<file path="config.mk">
export PLATFORM = sky130hd
export DESIGN_NAME = vbl_nmi_top
export DESIGN_NICKNAME = d
export VERILOG_FILES = /design/src/rtl/vbl_pkg.sv /design/src/rtl/vbl_line_decode.sv /design/src/rtl/vbl_status_reg.sv /design/src/rtl/vbl_nmi_sched.sv /design/src/rtl/vbl_nmi_top.sv
export SDC_FILE = /design/constraint.sdc
export NUM_CORES = 1
export LEC_CHECK = 0
export CAP_MARGIN = 20
export CELL_PAD_IN_SITES_DETAIL_PLACEMENT = 1
export CELL_PAD_IN_SITES_GLOBAL_PLACEMENT = 2
export CORE_MARGIN = 5
export CORE_UTILIZATION = 28
export DETAILED_ROUTE_END_ITERATION = 16
export GPL_TIMING_DRIVEN = 0
export HOLD_SLACK_MARGIN = 0.15
export MAX_ROUTING_LAYER = met4
export PLACE_DENSITY = 0.87
export RECOVER_POWER = 100
export REMOVE_ABC_BUFFERS = 1
export SYNTH_ARGS = -nofsm -noshare
export SYNTH_HDL_FRONTEND = slang
export SYNTH_SLANG_ARGS = --single-unit
</file>
<file path="constraint.sdc">
create_clock -name clk -period 7.4 [get_ports clk]
set_clock_uncertainty 0.15 [all_clocks]
set_input_delay 0.74 -clock clk [delete_from_list [all_inputs] [get_ports clk]]
set_output_delay 0.74 -clock clk [all_outputs]
set_load 0.02 [all_outputs]
</file>
<file path="src/rtl/vbl_pkg.sv">
package vbl_pkg;

    typedef enum logic [0:0] {
        NS_IDLE  = 1'b0,
        NS_ARMED = 1'b1
    } nmi_state_e;

    typedef struct packed {
        logic vblank;   // wrap onto the first blanking line
        logic frame;    // wrap onto line 0
        logic pad;      // wrap onto the auto-read line with auto-read enabled
    } line_evt_t;

endpackage

</file>
<file path="src/rtl/vbl_line_decode.sv">
module vbl_line_decode
    import vbl_pkg::*;
#(
    parameter int LINE_W     = 9,
    parameter int H_SHORT    = 224,
    parameter int H_TALL     = 239,
    parameter int FIRST_LINE = 1,
    parameter int PAD_OFS    = 3
) (
    input  logic [LINE_W-1:0] line_num_i,
    input  logic              line_wrap_i,
    input  logic              tall_mode_i,
    input  logic              pad_en_i,
    output line_evt_t         evt_o
);
    localparam logic [LINE_W-1:0] VB_SHORT  = LINE_W'(H_SHORT + FIRST_LINE);
    localparam logic [LINE_W-1:0] VB_TALL   = LINE_W'(H_TALL + FIRST_LINE);
    localparam logic [LINE_W-1:0] PAD_SHORT = LINE_W'(H_SHORT + PAD_OFS);
    localparam logic [LINE_W-1:0] PAD_TALL  = LINE_W'(H_TALL + PAD_OFS);

    logic [LINE_W-1:0] vb_line;
    logic [LINE_W-1:0] pad_line;

    always_comb begin
        vb_line  = tall_mode_i ? VB_TALL  : VB_SHORT;
        pad_line = tall_mode_i ? PAD_TALL : PAD_SHORT;
        evt_o.vblank = line_wrap_i && (line_num_i == vb_line);
        evt_o.frame  = line_wrap_i && (line_num_i == '0);
        evt_o.pad    = line_wrap_i && pad_en_i && (line_num_i == pad_line);
    end
endmodule

</file>
<file path="src/rtl/vbl_status_reg.sv">
module vbl_status_reg
    import vbl_pkg::*;
#(
    parameter logic [6:0] REV_CODE = 7'd2
) (
    input  logic      clk,
    input  logic      rst,
    input  line_evt_t evt_i,
    input  logic      rd_i,
    output logic [7:0] status_o,
    output logic      field_o,
    output logic      pad_o
);
    logic vb_q;
    logic field_q;
    logic pad_q;

    always_ff @(posedge clk) begin
        if (rst) begin
            vb_q    <= 1'b0;
            field_q <= 1'b0;
            pad_q   <= 1'b0;
        end else begin
            // blanking start has priority over a read clear
            if (evt_i.vblank)
                vb_q <= 1'b1;
            else if (evt_i.frame || rd_i)
                vb_q <= 1'b0;
            if (evt_i.frame)
                field_q <= ~field_q;
            pad_q <= evt_i.pad;
        end
    end

    assign status_o = {vb_q, REV_CODE};
    assign field_o  = field_q;
    assign pad_o    = pad_q;

    a_r1_vblank_sets: assert property (@(posedge clk) disable iff (rst)
        evt_i.vblank |=> status_o[7]);
    a_r2_frame_clears: assert property (@(posedge clk) disable iff (rst)
        (evt_i.frame && !evt_i.vblank) |=> !status_o[7]);
    a_r9_read_clears: assert property (@(posedge clk) disable iff (rst)
        (rd_i && !evt_i.vblank) |=> !status_o[7]);
    a_r8_field_flips: assert property (@(posedge clk) disable iff (rst)
        evt_i.frame |=> (field_o != $past(field_o)));
    a_r7_pad_single: assert property (@(posedge clk) disable iff (rst)
        pad_o |=> !pad_o);
endmodule

</file>
<file path="src/rtl/vbl_nmi_sched.sv">
module vbl_nmi_sched
    import vbl_pkg::*;
#(
    parameter int CYC_W     = 16,
    parameter int TRIG_INIT = 12,
    parameter int DLY_W     = 8,
    parameter int WAKE_DLY  = 14
) (
    input  logic             clk,
    input  logic             rst,
    input  logic             arm_i,
    input  logic             wrap_i,
    input  logic [CYC_W-1:0] cycle_pos_i,
    input  logic [CYC_W-1:0] line_len_i,
    input  logic             halted_i,
    output logic             pending_o,
    output logic             fire_o,
    output logic             wake_o,
    output logic [DLY_W-1:0] wake_dly_o
);
    localparam int TW = CYC_W + 2;
    localparam logic signed [TW-1:0] SENTINEL = TW'({CYC_W{1'b1}});
    localparam logic signed [TW-1:0] TRIG_VAL = TW'(TRIG_INIT);

    nmi_state_e state_q, state_d;
    logic signed [TW-1:0] trig_q, trig_d;
    logic signed [TW-1:0] pos_s, len_s;
    logic hit;
    logic fire_q, wake_q;

    assign pos_s = $signed({2'b00, cycle_pos_i});
    assign len_s = $signed({2'b00, line_len_i});
    assign hit   = (state_q == NS_ARMED) && !wrap_i && (pos_s >= trig_q);

    // state register
    always_ff @(posedge clk) begin
        if (rst) begin
            state_q <= NS_IDLE;
            trig_q  <= SENTINEL;
        end else begin
            state_q <= state_d;
            trig_q  <= trig_d;
        end
    end

    // next state and deadline
    always_comb begin
        state_d = state_q;
        trig_d  = trig_q;
        unique case (state_q)
            NS_IDLE: begin
                if (arm_i) begin            // ARM
                    state_d = NS_ARMED;
                    trig_d  = TRIG_VAL;
                end
            end
            NS_ARMED: begin
                if (arm_i) begin            // REARM
                    trig_d = TRIG_VAL;
                end else if (wrap_i) begin  // REBASE
                    trig_d = trig_q - len_s;
                end else if (hit) begin     // FIRE
                    state_d = NS_IDLE;
                    trig_d  = SENTINEL;
                end
            end
            default: begin
                state_d = NS_IDLE;
                trig_d  = SENTINEL;
            end
        endcase
    end

    // outputs
    always_ff @(posedge clk) begin
        if (rst) begin
            fire_q <= 1'b0;
            wake_q <= 1'b0;
        end else begin
            fire_q <= hit;
            wake_q <= hit && halted_i;
        end
    end

    assign pending_o  = (state_q == NS_ARMED);
    assign fire_o     = fire_q;
    assign wake_o     = wake_q;
    assign wake_dly_o = wake_q ? DLY_W'(WAKE_DLY) : '0;

    a_r4_fire_after_pending: assert property (@(posedge clk) disable iff (rst)
        fire_o |-> $past(pending_o));
    a_r4_fire_clears_pending: assert property (@(posedge clk) disable iff (rst)
        fire_o |-> !pending_o);
    a_r6_wake_with_fire: assert property (@(posedge clk) disable iff (rst)
        wake_o |-> fire_o);
    a_r3_arm_pends: assert property (@(posedge clk) disable iff (rst)
        arm_i |=> pending_o);
    a_r11_idle_sentinel: assert property (@(posedge clk) disable iff (rst)
        !pending_o |-> (trig_q == SENTINEL));
endmodule

</file>
<file path="src/rtl/vbl_nmi_top.sv">
module vbl_nmi_top
    import vbl_pkg::*;
#(
    parameter int         LINE_W     = 9,
    parameter int         CYC_W      = 16,
    parameter int         DLY_W      = 8,
    parameter int         H_SHORT    = 224,
    parameter int         H_TALL     = 239,
    parameter int         FIRST_LINE = 1,
    parameter int         PAD_OFS    = 3,
    parameter int         TRIG_INIT  = 12,
    parameter int         WAKE_DLY   = 14,
    parameter logic [6:0] REV_CODE   = 7'd2
) (
    input  logic              clk,
    input  logic              rst,
    input  logic [LINE_W-1:0] line_num_i,
    input  logic              line_wrap_i,
    input  logic [CYC_W-1:0]  cycle_pos_i,
    input  logic [CYC_W-1:0]  line_len_i,
    input  logic              tall_mode_i,
    input  logic [7:0]        irq_ctrl_i,
    input  logic              core_halted_i,
    input  logic              status_rd_i,
    output logic              nmi_pending_o,
    output logic              nmi_fire_o,
    output logic              core_wake_o,
    output logic [DLY_W-1:0]  wake_delay_o,
    output logic [7:0]        vb_status_o,
    output logic              pad_read_o,
    output logic              field_parity_o
);
    line_evt_t evt;
    logic      arm;

    vbl_line_decode #(
        .LINE_W(LINE_W), .H_SHORT(H_SHORT), .H_TALL(H_TALL),
        .FIRST_LINE(FIRST_LINE), .PAD_OFS(PAD_OFS)
    ) u_decode (
        .line_num_i (line_num_i),
        .line_wrap_i(line_wrap_i),
        .tall_mode_i(tall_mode_i),
        .pad_en_i   (irq_ctrl_i[0]),
        .evt_o      (evt)
    );

    assign arm = evt.vblank && irq_ctrl_i[7];

    vbl_status_reg #(.REV_CODE(REV_CODE)) u_status (
        .clk     (clk),
        .rst     (rst),
        .evt_i   (evt),
        .rd_i    (status_rd_i),
        .status_o(vb_status_o),
        .field_o (field_parity_o),
        .pad_o   (pad_read_o)
    );

    vbl_nmi_sched #(
        .CYC_W(CYC_W), .TRIG_INIT(TRIG_INIT), .DLY_W(DLY_W), .WAKE_DLY(WAKE_DLY)
    ) u_sched (
        .clk        (clk),
        .rst        (rst),
        .arm_i      (arm),
        .wrap_i     (line_wrap_i),
        .cycle_pos_i(cycle_pos_i),
        .line_len_i (line_len_i),
        .halted_i   (core_halted_i),
        .pending_o  (nmi_pending_o),
        .fire_o     (nmi_fire_o),
        .wake_o     (core_wake_o),
        .wake_dly_o (wake_delay_o)
    );

    a_r6_wake_delay_value: assert property (@(posedge clk) disable iff (rst)
        core_wake_o |-> (wake_delay_o == DLY_W'(WAKE_DLY)));
endmodule

</file>
## After elaboration in Yosys (flattened, before gate mapping)

Cells that the tools add are included.

| cells by class | value |
|---|---|
| $add $sub $neg | 1 |
| bitwise operators | 2 |
| $lt $le $gt $ge | 1 |
| reductions and logical operators | 13 |
| eq/ne operators | 4 |
| multiplexer cells | 15 |

Operators by type and width:

| kind | number |
|---|---|
| 18-bit two-way mux | 4 |
| 18-bit one-hot mux with 2 select lines | 1 |
| 9-bit == test | 2 |
| 17-bit by 18-bit greater-or-equal comparator with 1-bit output | 1 |
| 18-bit by 17-bit subtractor with 18-bit output | 1 |
| 5-bit two-way mux | 2 |
| 9-bit zero test | 1 |
| 1-bit logical AND | 8 |
| 1-bit two-way mux | 6 |
| 4-bit two-way mux | 1 |
| 4-bit inequality test, second input constant | 1 |
| 2-bit inequality test, second input constant | 1 |
| 1-bit NOT | 2 |
| 1-bit one-hot mux with 2 select lines | 1 |
| 2-bit AND reduction | 1 |
| 2-bit nonzero test | 1 |
| 1-bit zero test | 1 |
| 1-bit logical OR | 1 |

| storage, ports and cells | value |
|---|---|
| logic and storage cells | 43 |
| bits in registers | 24 |

## Logic depth before layout (Yosys ltp)

Gate-level depths: netlist of run 1.

| depth | value |
|---|---|
| depth in word-level cells | 7 |
| gate-level depth with buffers | 10 |

## By module

From an unflattened synthesis of run 1, not the netlist that was laid out.

| second synthesis, totals | value |
|---|---|
| cell total of the unflattened synthesis | 311 |
| area, all modules | 2,478.6 sq um |

By module, submodules not included:

| module | area each (sq um) | instances | sequential area each (sq um) | cells an instance |
|---|---|---|---|---|
| vbl_nmi_sched | 2,219.6 | 1 | 420.4 | 281 |
| vbl_status_reg | 163.9 | 1 | 60.1 | 19 |
| vbl_line_decode | 88.8 | 1 | 0.0 | 10 |
| vbl_nmi_top | 6.3 | 1 | 0.0 | 1 |

## Worst setup path after synthesis of run 1

OpenSTA, ideal clock, no wires.

| path | value |
|---|---|
| path type | in2reg |
| start | in line_len_i[8] |
| end | reg u_sched.trig_q[17] |
| cell stages on the path | 10 |
| arrival | 2,649 ps |
| path buffers | 1 |
| data required time | 7,124 ps |
| slack | 4,475 ps |
| library setup time | 126 ps |
| cell sequence | inv_1 ha_1 buf_6 a211o_1 a21oi_4 nand2_1 a221o_1 a221o_1 a22oi_1 o22ai_1 |

| between the ends | value |
|---|---|
| cells in the longest elaborated chain, start to end | 4 |

RTL lines:

| element | line | RTL |
|---|---|---|
| from (decl) | vbl_nmi_top.sv:20 | `input logic [CYC_W-1:0] line_len_i,` |
| 18-bit by 17-bit subtractor with 18-bit output | vbl_nmi_sched.sv:61 | `trig_d = trig_q - len_s;` |
| 18-bit two-way mux | vbl_nmi_sched.sv:60 | `end else if (wrap_i) begin` |
| 18-bit two-way mux | vbl_nmi_sched.sv:58 | `if (arm_i) begin` |
| 18-bit one-hot mux with 2 select lines | vbl_nmi_sched.sv:50 | `unique case (state_q)` |
| to (signal assigned) | vbl_nmi_sched.sv:42 | `trig_q <= trig_d;` |
| to (decl) | vbl_nmi_sched.sv:26 | `logic signed [TW-1:0] trig_q, trig_d;` |

No other way between the ends.
A chain may end at the register's enable or synchronous reset.

## Final worst setup path of run 1

| path | value |
|---|---|
| start | in cycle_pos_i[0] |
| end | reg u_sched.trig_q[17] |

| between the ends | value |
|---|---|
| cells in the longest elaborated chain, start to end | 4 |

RTL lines:

| element | line | RTL |
|---|---|---|
| from (decl) | vbl_nmi_top.sv:19 | `input logic [CYC_W-1:0] cycle_pos_i,` |
| 17-bit by 18-bit greater-or-equal comparator with 1-bit output | vbl_nmi_sched.sv:33 | `assign hit = (state_q == NS_ARMED) && !wrap_i && (pos_s >= trig_q);` |
| 1-bit logical AND | vbl_nmi_sched.sv:33 |  |
| 4-bit inequality test (no line) | n/a |  |
| 2-bit AND reduction (no line) | n/a |  |

No other way between the ends.

==> impl_results.md, run 1 <==
- Failing checks: max-capacitance violations, max-slew violations
- Wire per inst: around 15 µm
- Clock buffer depth: 2
- PwrDens: roughly 110 nW/µm²
- Peak supply drop: 0.0000565 V
- 1st-iter DRT viols: 80
- Worst setup path category: in2reg
- CP max FO: 18
- Core footprint: 8220 µm²
- Max-slew violations: 19
- Layout cells sized above 1: under 10%
- Period utilization: approximately 55%
- Initial antenna violation count: 0
- Crit path capture type: register
- Final core occ: 36.5%
- Most frequent cells in the layout: clkdlybuf4s50_1, inv_1, ha_1
- Worst-margin pin slew: roughly 1700 ps
- R2R depth: 8
- Worst min-delay path category: reg2reg
- Mean Syn Cell Area: approximately 7.8 µm²
- Top delay family on crit path: compound AO/OA/AOI/OAI gates
- Die width: ~100 µm
- Critical Path RT: between 7000 and 8000 ps
- Setup TNS: 0 ps
- Fill cells: approximately 1000
- Slowest CP cell: o21bai_1
- Inserted Diodes: 0
- Seq/Total Area, Yosys: between 20% and 30%
- Post-CTS Setup Bufs: 0
- Via density: 4.98
- Final Setup Violations: 0
- Chip height: 102 µm
- Status: complete, but fails checks
- Ys flop type: dfxtp_1
- Port buffer count: 57
- Clock buffers created by TritonCTS: 3
- CTS tree: built
- Max stage delay on crit path: approximately 1300 ps
- Antenna-violating nets left: 0
- Tot GR Track Use: between 10% and 20%
- PostCTS Resize Cnt: 0
- LEAKAGE: roughly 1.4 nW
- Finished Cell Area: between 2000 and 3000 µm²
- Root Driver: clkbuf_8
- Nets: 437
- Hold Fails Final Rpt: 0
- Multi-input gate area: approximately 1600 µm²
- Initial Util: 28.9%
- Maxcap violations: 1
- Syn. warnings: 0
- EDFF count, synth: 0
- Register Area: around 480 µm²
- Slew margin rel.: -13.5%
- WP data arrival: approximately 4100 ps
- Clock slew at reported path FFs: approximately 100 ps
- HPWL after DPL: between 5000 and 6000 µm
- Vias: 2255
- Die footprint: 10400 µm²
- Number of cell rows: 33
- Placed cells: around 450
- Top Ports: 76
- Hold Buf Count CTS: 0
- Mapped Cells: slightly above 300
- Hold depth: 1
- Clock latency on the worst-skew pair: around 280 ps
- Total congestion overflow: 0
- Unrepaired setup endpoints after global routing: false
- Final setup margin: 3340 ps
- Final min period: 4060 ps
- DRC violations left: 0
- Yosys reg bits: 24
- H-tree lvl count: 1
- Largest net degree at the start of global routing: 25
- Final wirelength: around 6600 µm
- Crit path launch type: input pin
- Clk sinks: 24
- Buf/Inv on CP: 2
- Post-synth top area cell: dfxtp_1
- First-pass GRT wire length: about 11000 µm
- Mapped cell area: between 2000 and 2500 µm²
- Fmax: around 250 MHz
- Area grow syn2layout: 26.4%
- Most common cell after layout, fill and taps aside: clkdlybuf4s50_1
- Crit path cell chain: dlygate4sd3_1, inv_1, ha_1, nand2b_1, a211o_1, a21oi_1, o21ai_0, o21bai_1, a22oi_1, o22ai_1
- Ys async rst share: 0%
- Top cells by area, synth: dfxtp_1, ha_1, inv_1, a21oi_1, buf_4
- Dpl ws: 3730 ps
- Final Non-Filler Cells: 453
- Critical path depth: 10
- Number of global-route vias before repair: approximately 2400
- DRT Pass-1 Iters: 4
- Placed inst area: between 2000 and 3000 µm²
- Post-synth top area share: about 20%
- Placer Congestion: approximately 0.87
- Post-synthesis cell type count: between 50 and 60
[Yosys cell counts (all sizes together) (5+ instances only)]
library cell  number
inv               38
ha                32
a21oi             28
dfxtp             24
buf               20
nand2             20
o21ai             15
a211o             13
nor2              11
nand3              8
clkbuf             6
nand2b             6
nand4              6
nor2b              6
nor3               6
xnor2              5
[metrics by stage]
step / hold slack (ps) / total power [mW]
6_report: 361 / 0.343
5_1_grt: 388 / 0.363
4_1_cts: 364 / 0.349
3_5_place_dp: 339 / 0.223
3_3_place_gp: 327 / 0.221
2_1_floorplan: 308 / 0.182
[final cells by class]
class / count / area share [%]
tap: 105 / 4.38
clock buffer: 3 / 1.38
inverter: 38 / 4.76
clock inverter: 1 / 1.00
multi-input combinational: 225 / 53.4
timing repair buffer: 57 / 19.0
sequential: 24 / 16.0
[routing by layer]
| metal | vias to the layer above | part of all wire (%) | global-route usage, % |
|---|---|---|---|
| met5 | - | 0 | - |
| met4 | 0 | 0.66 | 2.12 |
| met3 | 6 | 4.7 | 1.91 |
| met2 | 44 | 47 | 22.3 |
| met1 | 1055 | 48 | 18.0 |
| li1 | 1150 | - | - |
[kinds of logic after synthesis]
logic type               Yosys count  synth area share (%)
AO/OA/AOI/OAI                     92                  27.8
XOR/XNOR                           9                  3.32
adder cells (fa/ha/maj)           33                  17.7
buffers and inverters             64                  13.1
flip-flops                        24                  20.3
multiplexers                       1                 0.422
other                              2                 0.317
AND/OR/NAND/NOR                   78                  17.1
[sequential cells by signal, summed over array words and instances, names as in the netlist]
signal,flops
u_sched.trig_q,18
u_status.pad_o,1
u_status.vb_q,1
u_sched.fire_o,1
u_sched.wake_o,1
u_sched.pending_o,1
u_status.field_o,1
[worst paths after layout]
kind | startpoint | endpoint | slack (ps)
min reg2reg | u_sched.trig_q[12] | u_sched.trig_q[12] | 360
max reg2reg | u_sched.trig_q[0] | u_sched.trig_q[17] | 4040
min | u_sched.trig_q[12] | u_sched.trig_q[12] | 360
max | cycle_pos_i[0] | u_sched.trig_q[17] | 3340
[power by group]
part           switching, mW  internal (mW)
combinational         0.0451         0.0453
sequential          0.000107          0.129
clock                 0.0504         0.0725
total                 0.0956          0.247
(Power assumes the default switching activity.)
==> run 2: changes to the inputs <==
--- a/config.mk
+++ b/config.mk
@@ -9,12 +9,12 @@
 export CELL_PAD_IN_SITES_DETAIL_PLACEMENT = 1
 export CELL_PAD_IN_SITES_GLOBAL_PLACEMENT = 2
 export CORE_MARGIN = 5
-export CORE_UTILIZATION = 28
+export CORE_UTILIZATION = 26
 export DETAILED_ROUTE_END_ITERATION = 16
 export GPL_TIMING_DRIVEN = 0
 export HOLD_SLACK_MARGIN = 0.15
 export MAX_ROUTING_LAYER = met4
-export PLACE_DENSITY = 0.87
+export PLACE_DENSITY = 0.82
 export RECOVER_POWER = 100
 export REMOVE_ABC_BUFFERS = 1
 export SYNTH_ARGS = -nofsm -noshare
==> constraint.sdc (replaced) <==
create_clock -name clk -period 3.8 [get_ports clk]
set_clock_uncertainty 0.15 [all_clocks]
set_input_delay 0.38 -clock clk [delete_from_list [all_inputs] [get_ports clk]]
set_output_delay 0.38 -clock clk [all_outputs]
set_load 0.02 [all_outputs]
==> run 2 against run 1 <==
Effect of this change: sequential power is 95% higher; sequential share of layout area is 0.087 points higher; wire length is 4.3% higher; die area is 6.9% higher; the run now ends clean; critical endpoint unchanged; worst setup slack worse by 2700 ps; critical path type unchanged; total power is 72% higher; first-iteration DRC count is 45% lower; global-route usage is 0.46 points lower; final cell count is 0.44% higher.
==> impl_results.md, run 2 (synthesized netlist as in run 1, its figures left out) <==
- Area grow syn2layout: 25.7%
- Final min period: 3160 ps
- Layout cells sized above 1: roughly 2.6%
- Antenna-violating nets left: 0
- Chip height: between 100 and 150 µm
- Critical path startpoint: cycle_pos_i[0]
- H-tree lvl count: 1
- Slowest CP cell: o21bai_2
- Status: complete, no violations
- CP max FO: 18
- Initial antenna violation count: 0
- Dpl ws: between 400 and 500 ps
- Core footprint: slightly below 9000 µm²
- WP data arrival: approximately 3200 ps
- Buf/Inv on CP: 2
- Period utilization: roughly 83%
- Clock slew at reported path FFs: around 100 ps
- Inserted Diodes: 0
- Peak supply drop: roughly 0.0001 V
- Crit path capture type: register
- 1st-iter DRT viols: 44
- Fin Hold WS: between 300 and 400 ps
- Wire per inst: around 15 µm
- Max stage delay on crit path: approximately 770 ps
- Clock latency on the worst-skew pair: about 270 ps
- Critical Path RT: 3850 ps
- Reg2reg start: u_sched.trig_q[0]
- Number of cell rows: 34
- Most common cell after layout, fill and taps aside: clkdlybuf4s50_1
- Fmax: roughly 320 MHz
- Largest net degree at the start of global routing: 25
- Maxcap violations: 0
- PostCTS Resize Cnt: 0
- LEAKAGE: roughly 1.4 nW
- First-pass GRT wire length: around 12000 µm
- Top delay family on crit path: compound AO/OA/AOI/OAI gates
- Top Ports: 76
- Via density: between 4 and 5
- Vias: between 2000 and 2500
- Clock buffers created by TritonCTS: 3
- Crit path cell chain: dlygate4sd3_1, inv_1, ha_1, nand2b_1, a211o_1, a21oi_1, o21ai_0, o21bai_2, a22oi_1, o22ai_1
- Root Driver: clkbuf_8
- Hold Startpoint: u_sched.trig_q[1]
- Final Setup Violations: 0
- Max-slew violations: 0
- Clock buffer depth: 2
- Number of global-route vias before repair: 2421
- Tot GR Track Use: 13.1%
- DRC violations left: 0
- Slew margin rel.: between 30% and 40%
- Crit path launch type: input pin
- Max reg flops: 18
- DRT Pass-1 Iters: 4
- Nets: between 400 and 500
- Hold Buf Count CTS: 0
- Reg with most FFs: u_sched.trig_q
- Setup TNS: 0 ps
- Worst-margin pin slew: approximately 960 ps
- PwrDens: 198 nW/µm²
- Worst reg2reg setup slack: 970 ps
- Hold Fails Final Rpt: 0
- Final core occ: about a third
- Clk sinks: 24
- Final wirelength: between 6000 and 7000 µm
- Total congestion overflow: 0
- Unrepaired setup endpoints after global routing: false
- Die footprint: between 10000 and 15000 µm²
- Worst setup path category: in2reg
- HPWL after DPL: between 5000 and 6000 µm
- Worst min-delay path category: reg2reg
- Die width: approximately 110 µm
- Post-CTS Setup Bufs: 0
- Initial Util: 26.9%
- Most frequent cells in the layout: clkdlybuf4s50_1, inv_1, ha_1
- Final setup margin: around 640 ps
- CTS tree: built
- Port buffer count: 57
- Placer Congestion: 0.830
==> run 2: final timing paths <==
path | endpoint | depth (start not counted)
worst max-delay path | u_sched.trig_q[17] | 10
worst min-delay path | u_sched.trig_q[1] | 1
worst max register to register | u_sched.trig_q[17] | 8
worst min register to register | u_sched.trig_q[1] | 1
==> run 2: layout make-up <==
class	count	area, µm²
multi-input combinational	225	1610
sequential	24	480
timing repair buffer	57	571
tap	108	135
clock buffer	3	41.3
inverter	38	143
fill	1068	5820
==> run 2: where the power goes <==
| part | total, mW | switching [mW] | internal (mW) |
|---|---|---|---|
| clock network | 0.160 | 0.0892 | 0.0711 |
| logic | 0.179 | 0.0900 | 0.0885 |
| registers | 0.252 | 0.000210 | 0.252 |
==> run 2: layer usage <==
layer | share of wire (%) | vias to the layer above | GRT usage, %
met5 | 0 | - | -
met3 | 3.5 | 4 | 1.59
met2 | 48 | 51 | 22.1
met4 | 1.3 | 0 | 3.79
met1 | 48 | 1053 | 16.4
li1 | - | 1149 | -
==> run 2: through the flow <==
| stage | instance area, µm² | cells | total power, mW |
|---|---|---|---|
| floorplan | 2240 | 287 | 0.354 |
| global placement | 2950 | 452 | 0.432 |
| detailed placement | 2950 | 452 | 0.437 |
| CTS | 2990 | 455 | 0.604 |
| global route | 2980 | 455 | 0.628 |
| finish | 2980 | 455 | 0.591 |
